**config.mk**
```make
export PLATFORM = sky130hd
export DESIGN_NAME = ramp_dvm_seq
export DESIGN_NICKNAME = d
export VERILOG_FILES = /design/src/rtl/dvm_pkg.sv /design/src/rtl/dvm_edge_sync.sv /design/src/rtl/dvm_rate_timer.sv /design/src/rtl/dvm_bcd_counter.sv /design/src/rtl/ramp_dvm_seq.sv
export SDC_FILE = /design/constraint.sdc
export NUM_CORES = 1
export LEC_CHECK = 0
export BUFFER_PORTS_ARGS = -buffer_cell sky130_fd_sc_hd__clkbuf_2
export CAP_MARGIN = 25
export CORE_MARGIN = 2
export CORE_UTILIZATION = 63
export CTS_CLUSTER_SIZE = 16
export DETAILED_ROUTE_END_ITERATION = 8
export PLACE_DENSITY_LB_ADDON = 0.25
export SLEW_MARGIN = 40
export SYNTH_ARGS = -nofsm -noshare
export SYNTH_HDL_FRONTEND = slang
export SYNTH_HIERARCHICAL = 1
export SYNTH_SLANG_ARGS = --single-unit
export TNS_END_PERCENT = 100
```
**constraint.sdc**
```tcl
create_clock -name clk -period 5.4 [get_ports clk]
set_input_delay 0.54 -clock clk [delete_from_list [all_inputs] [get_ports clk]]
set_output_delay 0.54 -clock clk [all_outputs]
set_load 0.03 [all_outputs]
```
**src/rtl/dvm_pkg.sv**
```systemverilog
package dvm_pkg;

    typedef enum logic [1:0] {
        PH_IDLE  = 2'd0,
        PH_ARMED = 2'd1,
        PH_GATE  = 2'd2,
        PH_HELD  = 2'd3
    } phase_e;

endpackage

```
**src/rtl/dvm_edge_sync.sv**
```systemverilog
module dvm_edge_sync #(
    parameter int STAGES = 2
) (
    input  logic clk,
    input  logic rst_n,
    input  logic async_i,
    output logic rise_o
);
    // sh[0..STAGES-1] synchronizer chain, sh[STAGES] previous synced value
    logic [STAGES:0] sh_d, sh_q;

    always_comb begin
        sh_d = {sh_q[STAGES-1:0], async_i};
    end

    always_ff @(posedge clk or negedge rst_n) begin
        if (!rst_n) sh_q <= '0;
        else        sh_q <= sh_d;
    end

    assign rise_o = sh_q[STAGES-1] & ~sh_q[STAGES];

    // a detected rise lasts one cycle only
    assert_rise_single_R2: assert property (@(posedge clk) disable iff (!rst_n)
        rise_o |=> !rise_o);

endmodule

```
**src/rtl/dvm_rate_timer.sv**
```systemverilog
module dvm_rate_timer #(
    parameter int CLK_HZ  = 100_000_000,
    parameter int RATE_HZ = 5
) (
    input  logic clk,
    input  logic rst_n,
    output logic tick_o
);
    localparam int DIV = CLK_HZ / RATE_HZ;
    localparam int TW  = (DIV > 2) ? $clog2(DIV) : 1;

    logic [TW-1:0] cnt_d, cnt_q;
    logic          at_end;

    always_comb begin
        at_end = (cnt_q == TW'(DIV - 1));
        cnt_d  = at_end ? '0 : cnt_q + 1'b1;
    end

    always_ff @(posedge clk or negedge rst_n) begin
        if (!rst_n) cnt_q <= '0;
        else        cnt_q <= cnt_d;
    end

    assign tick_o = at_end;

    assert_tick_isolated_R1: assert property (@(posedge clk) disable iff (!rst_n)
        tick_o |=> !tick_o);

endmodule

```
**src/rtl/dvm_bcd_counter.sv**
```systemverilog
module dvm_bcd_counter #(
    parameter int DIGITS = 4
) (
    input  logic              clk,
    input  logic              rst_n,
    input  logic              clr_i,
    input  logic              en_i,
    output logic [4*DIGITS-1:0] cnt_o,
    output logic [4*DIGITS-1:0] nxt_o,
    output logic              ovf_nxt_o
);
    localparam int CW = 4 * DIGITS;

    typedef struct packed {
        logic [CW-1:0] cnt;
        logic          ovf;
    } cnt_t;

    cnt_t          r_d, r_q;
    logic [CW-1:0] inc;
    logic [DIGITS:0] carry;
    logic          all_nine;

    always_comb begin
        carry[0] = 1'b1;
        all_nine = 1'b1;
        for (int d = 0; d < DIGITS; d++) begin
            if (r_q.cnt[4*d +: 4] != 4'd9) all_nine = 1'b0;
            if (carry[d]) begin
                if (r_q.cnt[4*d +: 4] == 4'd9) begin
                    inc[4*d +: 4] = 4'd0;
                    carry[d+1]    = 1'b1;
                end else begin
                    inc[4*d +: 4] = r_q.cnt[4*d +: 4] + 4'd1;
                    carry[d+1]    = 1'b0;
                end
            end else begin
                inc[4*d +: 4] = r_q.cnt[4*d +: 4];
                carry[d+1]    = 1'b0;
            end
        end

        r_d = r_q;
        if (clr_i) begin
            r_d.cnt = '0;
            r_d.ovf = 1'b0;
        end else if (en_i) begin
            if (all_nine) r_d.ovf = 1'b1;
            else          r_d.cnt = inc;
        end
    end

    always_ff @(posedge clk or negedge rst_n) begin
        if (!rst_n) r_q <= '0;
        else        r_q <= r_d;
    end

    assign cnt_o     = r_q.cnt;
    assign nxt_o     = r_d.cnt;
    assign ovf_nxt_o = r_d.ovf;

    generate
        for (genvar g = 0; g < DIGITS; g++) begin : g_digit_chk
            assert_digit_range_R5: assert property (@(posedge clk) disable iff (!rst_n)
                r_q.cnt[4*g +: 4] <= 4'd9);
        end
    endgenerate

    assert_hold_when_closed_R4: assert property (@(posedge clk) disable iff (!rst_n)
        (!clr_i && !en_i) |=> $stable(r_q.cnt));

    assert_freeze_at_max_R6: assert property (@(posedge clk) disable iff (!rst_n)
        r_q.ovf |-> (r_q.cnt == {DIGITS{4'd9}}));

endmodule

```
**src/rtl/ramp_dvm_seq.sv**
```systemverilog
module ramp_dvm_seq
    import dvm_pkg::*;
#(
    parameter int CLK_HZ      = 100_000_000,
    parameter int RATE_HZ     = 5,
    parameter int DIGITS      = 4,
    parameter int SYNC_STAGES = 2
) (
    input  logic                clk,
    input  logic                rst_n,
    input  logic                cmp_level_i,
    input  logic                cmp_ground_i,
    input  logic                ref_tick_i,
    output logic                ramp_start_o,
    output logic                gate_o,
    output logic [4*DIGITS-1:0] count_o,
    output logic [4*DIGITS-1:0] disp_o,
    output logic                disp_ovr_o,
    output logic                disp_strobe_o,
    output logic                timeout_o
);
    localparam int CW = 4 * DIGITS;

    typedef struct packed {
        phase_e        phase;
        logic          ramp_start;
        logic          strobe;
        logic          timeout;
        logic          disp_ovr;
        logic [CW-1:0] disp;
    } ctrl_t;

    ctrl_t         r_d, r_q;
    logic          tick, start_rise, stop_rise;
    logic          cnt_clr, cnt_en, ovf_nxt;
    logic [CW-1:0] cnt_live, cnt_nxt;

    dvm_rate_timer #(.CLK_HZ(CLK_HZ), .RATE_HZ(RATE_HZ)) u_timer (
        .clk(clk), .rst_n(rst_n), .tick_o(tick));

    dvm_edge_sync #(.STAGES(SYNC_STAGES)) u_sync_level (
        .clk(clk), .rst_n(rst_n), .async_i(cmp_level_i), .rise_o(start_rise));

    dvm_edge_sync #(.STAGES(SYNC_STAGES)) u_sync_ground (
        .clk(clk), .rst_n(rst_n), .async_i(cmp_ground_i), .rise_o(stop_rise));

    dvm_bcd_counter #(.DIGITS(DIGITS)) u_count (
        .clk(clk), .rst_n(rst_n), .clr_i(cnt_clr), .en_i(cnt_en),
        .cnt_o(cnt_live), .nxt_o(cnt_nxt), .ovf_nxt_o(ovf_nxt));

    always_comb begin
        r_d            = r_q;
        r_d.ramp_start = 1'b0;
        r_d.strobe     = 1'b0;
        cnt_clr        = 1'b0;
        cnt_en         = 1'b0;
        if (tick) begin
            cnt_clr        = 1'b1;
            r_d.ramp_start = 1'b1;
            if (r_q.phase == PH_ARMED || r_q.phase == PH_GATE) r_d.timeout = 1'b1;
            r_d.phase      = PH_ARMED;
        end else begin
            unique case (r_q.phase)
                PH_ARMED: if (start_rise) r_d.phase = PH_GATE;
                PH_GATE: begin
                    cnt_en = ref_tick_i;
                    if (stop_rise) begin
                        r_d.phase    = PH_HELD;
                        r_d.disp     = cnt_nxt;
                        r_d.disp_ovr = ovf_nxt;
                        r_d.strobe   = 1'b1;
                        r_d.timeout  = 1'b0;
                    end
                end
                default: ;
            endcase
        end
    end

    always_ff @(posedge clk or negedge rst_n) begin
        if (!rst_n) r_q <= '0;
        else        r_q <= r_d;
    end

    assign ramp_start_o  = r_q.ramp_start;
    assign gate_o        = (r_q.phase == PH_GATE);
    assign count_o       = cnt_live;
    assign disp_o        = r_q.disp;
    assign disp_ovr_o    = r_q.disp_ovr;
    assign disp_strobe_o = r_q.strobe;
    assign timeout_o     = r_q.timeout;

    assert_ramp_pulse_R1: assert property (@(posedge clk) disable iff (!rst_n)
        r_q.ramp_start |=> !r_q.ramp_start);

    assert_count_cleared_R1: assert property (@(posedge clk) disable iff (!rst_n)
        r_q.ramp_start |-> (cnt_live == '0));

    assert_gate_needs_start_R2: assert property (@(posedge clk) disable iff (!rst_n)
        $rose(gate_o) |-> $past(start_rise));

    assert_disp_stable_R7: assert property (@(posedge clk) disable iff (!rst_n)
        !r_q.strobe |-> $stable(r_q.disp));

    assert_strobe_clears_timeout_R8: assert property (@(posedge clk) disable iff (!rst_n)
        r_q.strobe |-> !r_q.timeout);

    assert_held_no_gate_R10: assert property (@(posedge clk) disable iff (!rst_n)
        (r_q.phase == PH_HELD && !tick) |=> !gate_o);

endmodule

```
---- Yosys cells after proc, flatten, opt, wreduce, memory -nomap -nowiden ----
Index checks and enable logic that the tools add are counted.
word-level totals
  ROM bits ................................ 0
  bits in latches ......................... 0
  flip-flop bits (word level) ............. 70
  output and inout port bits .............. 37
  memory bits (writable) .................. 0
  memories kept ........................... 0
cells by class
  mux-type cells .......................... 33
  div/mod/pow operators ................... 0
  add/subtract/negate cells ............... 5
  order comparisons ....................... 0
  $mul .................................... 0
  eq/ne operators ......................... 14
  bitwise logic cells ..................... 5
  reductions and logical operators ........ 7
  shift-type cells ........................ 0
operators by type and width
  kind                                                    number
  2-to-1 mux 19 bit                                       2
  2-to-1 mux 17 bit                                       2
  2-to-1 mux 4 bit                                        7
  adder 25 x 1 -> 25 bit (second input constant)          1
  equality test 25 bit (second input constant)            1
  2-to-1 mux 25 bit                                       1
  adder 4 x 1 -> 4 bit (second input constant)            4
  equality test 4 bit (second input constant)             4
  2-to-1 mux 1 bit                                        16
  2-to-1 mux 16 bit                                       1
  inequality test 4 bit (second input constant)           4
  AND reduction 3 bit                                     3
  2-to-1 mux 2 bit                                        3
  case mux 2 bit (2 select lines)                         1
  nonzero test 2 bit                                      2
  inequality test 3 x 1 -> 1 bit (second input constant)  1
  inequality test 3 bit (second input constant)           1
  NOT 1 bit                                               3
  nonzero test 3 bit                                      1
  AND 1 bit                                               2
  equality test 2 x 1 -> 1 bit (second input constant)    1
  equality test 2 bit (second input constant)             1
  inequality test 2 x 1 -> 1 bit (second input constant)  1
  logical OR 1 bit                                        1

---- Depth between registers and ports, before layout ----
  depth after elaboration ................. 11
  depth in mapped cells ................... 13
  mapped depth without buffers ............ 11

---- Modules after synthesis ----
The synthesis kept the hierarchy.
by module, submodules not included
  module           times used  cells an instance  area each (um^2)  sequential area each (um^2)
  dvm_rate_timer   1           112                1,277.5           625.6
  dvm_bcd_counter  1           119                1,097.3           425.4
  ramp_dvm_seq     1           77                 1,056.0           550.5
  dvm_edge_sync    2           4                  88.8              75.1

---- Least setup slack after synthesis ----
No wires, ideal clock.
  path kind ............................... register to register
  start ................................... reg u_timer.cnt_q[0]
  end ..................................... reg r_q (netlist bit disp_o[14])
  buffers on the path ..................... 1
  data arrival time ....................... 2,581 ps
  cell stages (with the launch flop) ...... 13
  clock period less this slack ............ 2,706 ps
  setup slack ............................. 2,694 ps
  library setup time ...................... 125 ps
  path through ............................ dfrtp_1 ha_1 and3_1 nand2_1 nor3_2 buf_4 inv_2 and3_1 nand4b_1 nor2_1 nand3_1 mux2_1 mux2_2
RTL lines
  element                 RTL line               RTL
  from (decl)             dvm_rate_timer.sv:12   logic [TW-1:0] cnt_d, cnt_q;
  from (signal assigned)  dvm_rate_timer.sv:22   else cnt_q <= cnt_d;
  equality test 25 bit    dvm_rate_timer.sv:16   at_end = (cnt_q == TW'(DIV - 1));
  2-to-1 mux 1 bit        ramp_dvm_seq.sv:57     if (tick) begin
  via cnt_clr             ramp_dvm_seq.sv:35     logic cnt_clr, cnt_en, ovf_nxt;
  2-to-1 mux 17 bit       dvm_bcd_counter.sv:44  if (clr_i) begin
  via cnt_nxt[14]         ramp_dvm_seq.sv:36     logic [CW-1:0] cnt_live, cnt_nxt;
  to (signal assigned)    ramp_dvm_seq.sv:82     else r_q <= r_d;
  to (decl)               ramp_dvm_seq.sv:33     ctrl_t r_d, r_q;
The timed path passes the listed nets, and every way through them passes these cells.
A chain may end at the register's enable or synchronous reset.

---- Worst setup path after layout ----
  start ................................... reg u_timer.cnt_q[0]
  end ..................................... reg r_q (netlist bit disp_o[12])
The elaborated chain is that of the path after synthesis.

==> out/qor.txt <==
Max Cap Viol -> 0
Post-CTS Hold Buffers -> 0
register area share after synthesis -> 48.5%
Hold Slack -> 0.241 ns
CORE AREA -> 0.00551 sq mm
drt total wl -> 6120 microns
clock root buffer master -> clkbuf_8
Slew @ Worst Pin -> 0.494 ns
CTS tree -> built
CP endpoint kind -> flop
setup bufs post-CTS -> 0
P_leak -> 1.92 nW
post-cts sizing count -> 0
post-layout util -> 70.7%
synthesized area -> 0.00361 sq mm
initial core utilization -> 65.5%
Tcrit/Tclk final -> 50.9%
Rel. slew slack -> 67.1%
first-pass GRT wire length -> 10600 microns
fin cells -> 409
Die Footprint -> 0.00635 sq mm
DRT Pass-1 Iters -> 4
Slew Limit Fails -> 0
Post-Synthesis Cells -> 316
Worst Reg-to-Reg Cells -> 11
drt first-iter violations -> 137
TritonCTS buffer count -> 9
syn_nets -> 331
clock sink count -> 70
critical path class -> flop to flop
Synth Flop Type -> dfrtp_1
Tmin final -> 2.75 ns
gr usage total -> 21.9%
asr flop ratio synth -> 100%
GPL Wtd Cong -> 0.840
# fillers -> 410
fraction of power spent switching nets -> 21.2%
DRC Markers -> 0
Clock power frac -> 46.9%
RSZ-0062 raised after global routing -> no
HPWL after detailed placement -> 4180 microns
Max clock buf depth -> 2
maximum number of pins on one net before global-route repair -> 40
Syn Area/Cell -> 11.4 sq um
vias in the first global route -> 2198
worst min path class -> input port to async pin
initial antenna violation count -> 0
Reg clk slew, reported paths -> 0.08 ns
Hold Fails Final Rpt -> 0
Setup Skew -> 0.00716 ns
endpoints failing setup -> 0
Total Nets Final -> 347
I/O Buffers -> 41
nature of the critical path startpoint -> flop
Seq cells post-synth -> 70
H-tree Lvls -> 3
die height -> 79.7 microns
Die X -> 79.7 microns
Clk Latency, worst-skew pair -> 0.35 ns
number of cell rows -> 27
ant diodes -> 0
Combinational Power Share -> 1.6%
PwrDens -> 263 mW/mm^2
vias -> 2260
Ys Warns -> 6
Required @ worst endpoint -> 5.63 ns
area added between synthesis and finish -> 7.94%
fmax -> 364 MHz
GRT Residual Overflow -> 0
Cell variety after synth -> 55
WP data arrival -> 2.98 ns
num ports -> 42
status -> finished clean
Pint -> 0.806 mW
setup_tns -> 0 ns
Post-synth EDFFs -> 0
NetSw -> 0.217 mW
WL/cell -> 15.0 microns
post-route antenna net violation count -> 0
Max FO, Critical Path -> 4
Avg Vias per Cell -> 5.53
DP Cell Count -> 393
Worst VDD drop -> 0.000220 V
layout cell share with drive strength beyond 1 -> 28.5%
Sequential Power Share -> 51.5%
per-stage QoR:
step	instance area, sq um	total power [mW]	setup WS [ns]
finish	3890	1.02	2.65
floorplan	3610	0.540	2.69
global route	3890	1.06	2.47
detailed placement	3660	0.554	2.67
global placement	3640	0.552	2.77
CTS	3890	1.04	2.65
synth_stat cells, types with 3 or more instances:
cell	instances	area share (%)
mux2i_1	3	0.83
and3_1	3	0.52
clkbuf_1	3	0.31
buf_4	33	6.9
xnor2_1	15	3.6
nor3_1	10	1.4
dfrtp_1	70	49
nand4_4	3	1.8
mux2_2	9	2.8
nand2_1	10	1.0
nand4_1	5	0.87
a31oi_1	3	0.52
mux2_4	9	3.7
nand3b_1	4	0.83
ha_1	10	3.5
nand3_1	16	2.2
nor4_1	4	0.69
o21ai_0	4	0.55
or3_1	5	0.87
xor2_1	9	2.2
nor2_1	28	2.9
inv_1	9	0.94
a21oi_1	11	1.5
nor2b_1	4	0.69
final cells by class:
type / instances / area, sq um / area share, %
Timing Repair Buffer: 44 / 240 / 6.17
Tap cell: 72 / 90.1 / 2.31
Clock buffer: 10 / 138 / 3.53
Inverter: 10 / 37.5 / 0.964
Clock inverter: 6 / 92.6 / 2.38
Multi-Input combinational cell: 197 / 1550 / 39.7
Sequential cell: 70 / 1750 / 45.0
power by group through the flow:
stage | Clock [mW] | Sequential (mW) | Combinational [mW]
4_1_cts | 0.494 | 0.527 | 0.0167
3_5_place_dp | 0 | 0.538 | 0.0167
5_1_grt | 0.511 | 0.527 | 0.0187
3_3_place_gp | 0 | 0.537 | 0.0145
2_1_floorplan | 0 | 0.537 | 0.00235
6_report | 0.480 | 0.527 | 0.0159
cells by family (layout without fill, tap and decap cells):
kind of cell,Yosys count,after routing,synth area share (%)
AND/OR/NAND/NOR,117,117,21.7
flip-flops,70,70,48.5
buffers and inverters,49,70,8.81
AO/OA/AOI/OAI,24,24,3.95
XOR/XNOR,24,24,5.83
multiplexers,22,22,7.70
adder cells (fa/ha/maj),10,10,3.47
state kept, by name, indices dropped and copies added (netlist names):
name	flops
timeout_o	1
u_sync_ground/sh_q	3
disp_o	16
u_sync_level/sh_q	3
u_count/r_q	1
u_count/cnt_o	16
u_timer/cnt_q	25
disp_strobe_o	1
disp_ovr_o	1
ramp_start_o	1
r_q	2
worst paths after layout:
kind,start,end,slack (ns)
setup / recovery,u_timer/cnt_q[0],disp_o[12],2.65
hold / removal,rst_n,disp_o[3],0.24
setup reg to reg,u_timer/cnt_q[0],disp_o[12],2.65
hold reg to reg,u_sync_ground/sh_q[0],u_sync_ground/sh_q[1],0.36
max in group asynchronous,rst_n,u_timer/cnt_q[9],4.63
min in group clk,cmp_level_i,u_sync_level/sh_q[0],0.29
cells in the final DEF, fill, tap and decap left out, types with 4 or more instances in the layout:
cell and n:
nor2b_1 4, o21ai_0 4, ha_1 10, nand3b_1 4
xnor2_1 15, mux2_2 9, nor4_1 4, a21oi_1 11
inv_1 9, nor3_1 10, nor2_1 28, clkbuf_2 40
nand2_1 10, xor2_1 9, clkbuf_8 10, nand4_1 5
or3_1 5, dfrtp_1 70, mux2_4 9, nand3_1 16
layer usage:
metal / track usage, % / vias to the layer above / part of all wire, %
li1: - / 1105 / -
met5: 0 / - / 0
met3: 4.41 / 9 / 3.5
met2: 31.3 / 43 / 45
met4: 10.3 / 0 / 1.7
met1: 32.0 / 1103 / 50
worst max-delay path: stages, from the launching register on:
cell and delay, ns:
dfrtp_1 0.42, ha_1 0.25, and3_1 0.22, nand2_1 0.18
nor3_4 0.07, inv_2 0.09, and3_1 0.21, nand4b_1 0.25
nor4b_4 0.45, xnor2_1 0.16, nor2_1 0.06, mux2_2 0.27
Power figures use the tool's default switching activity.
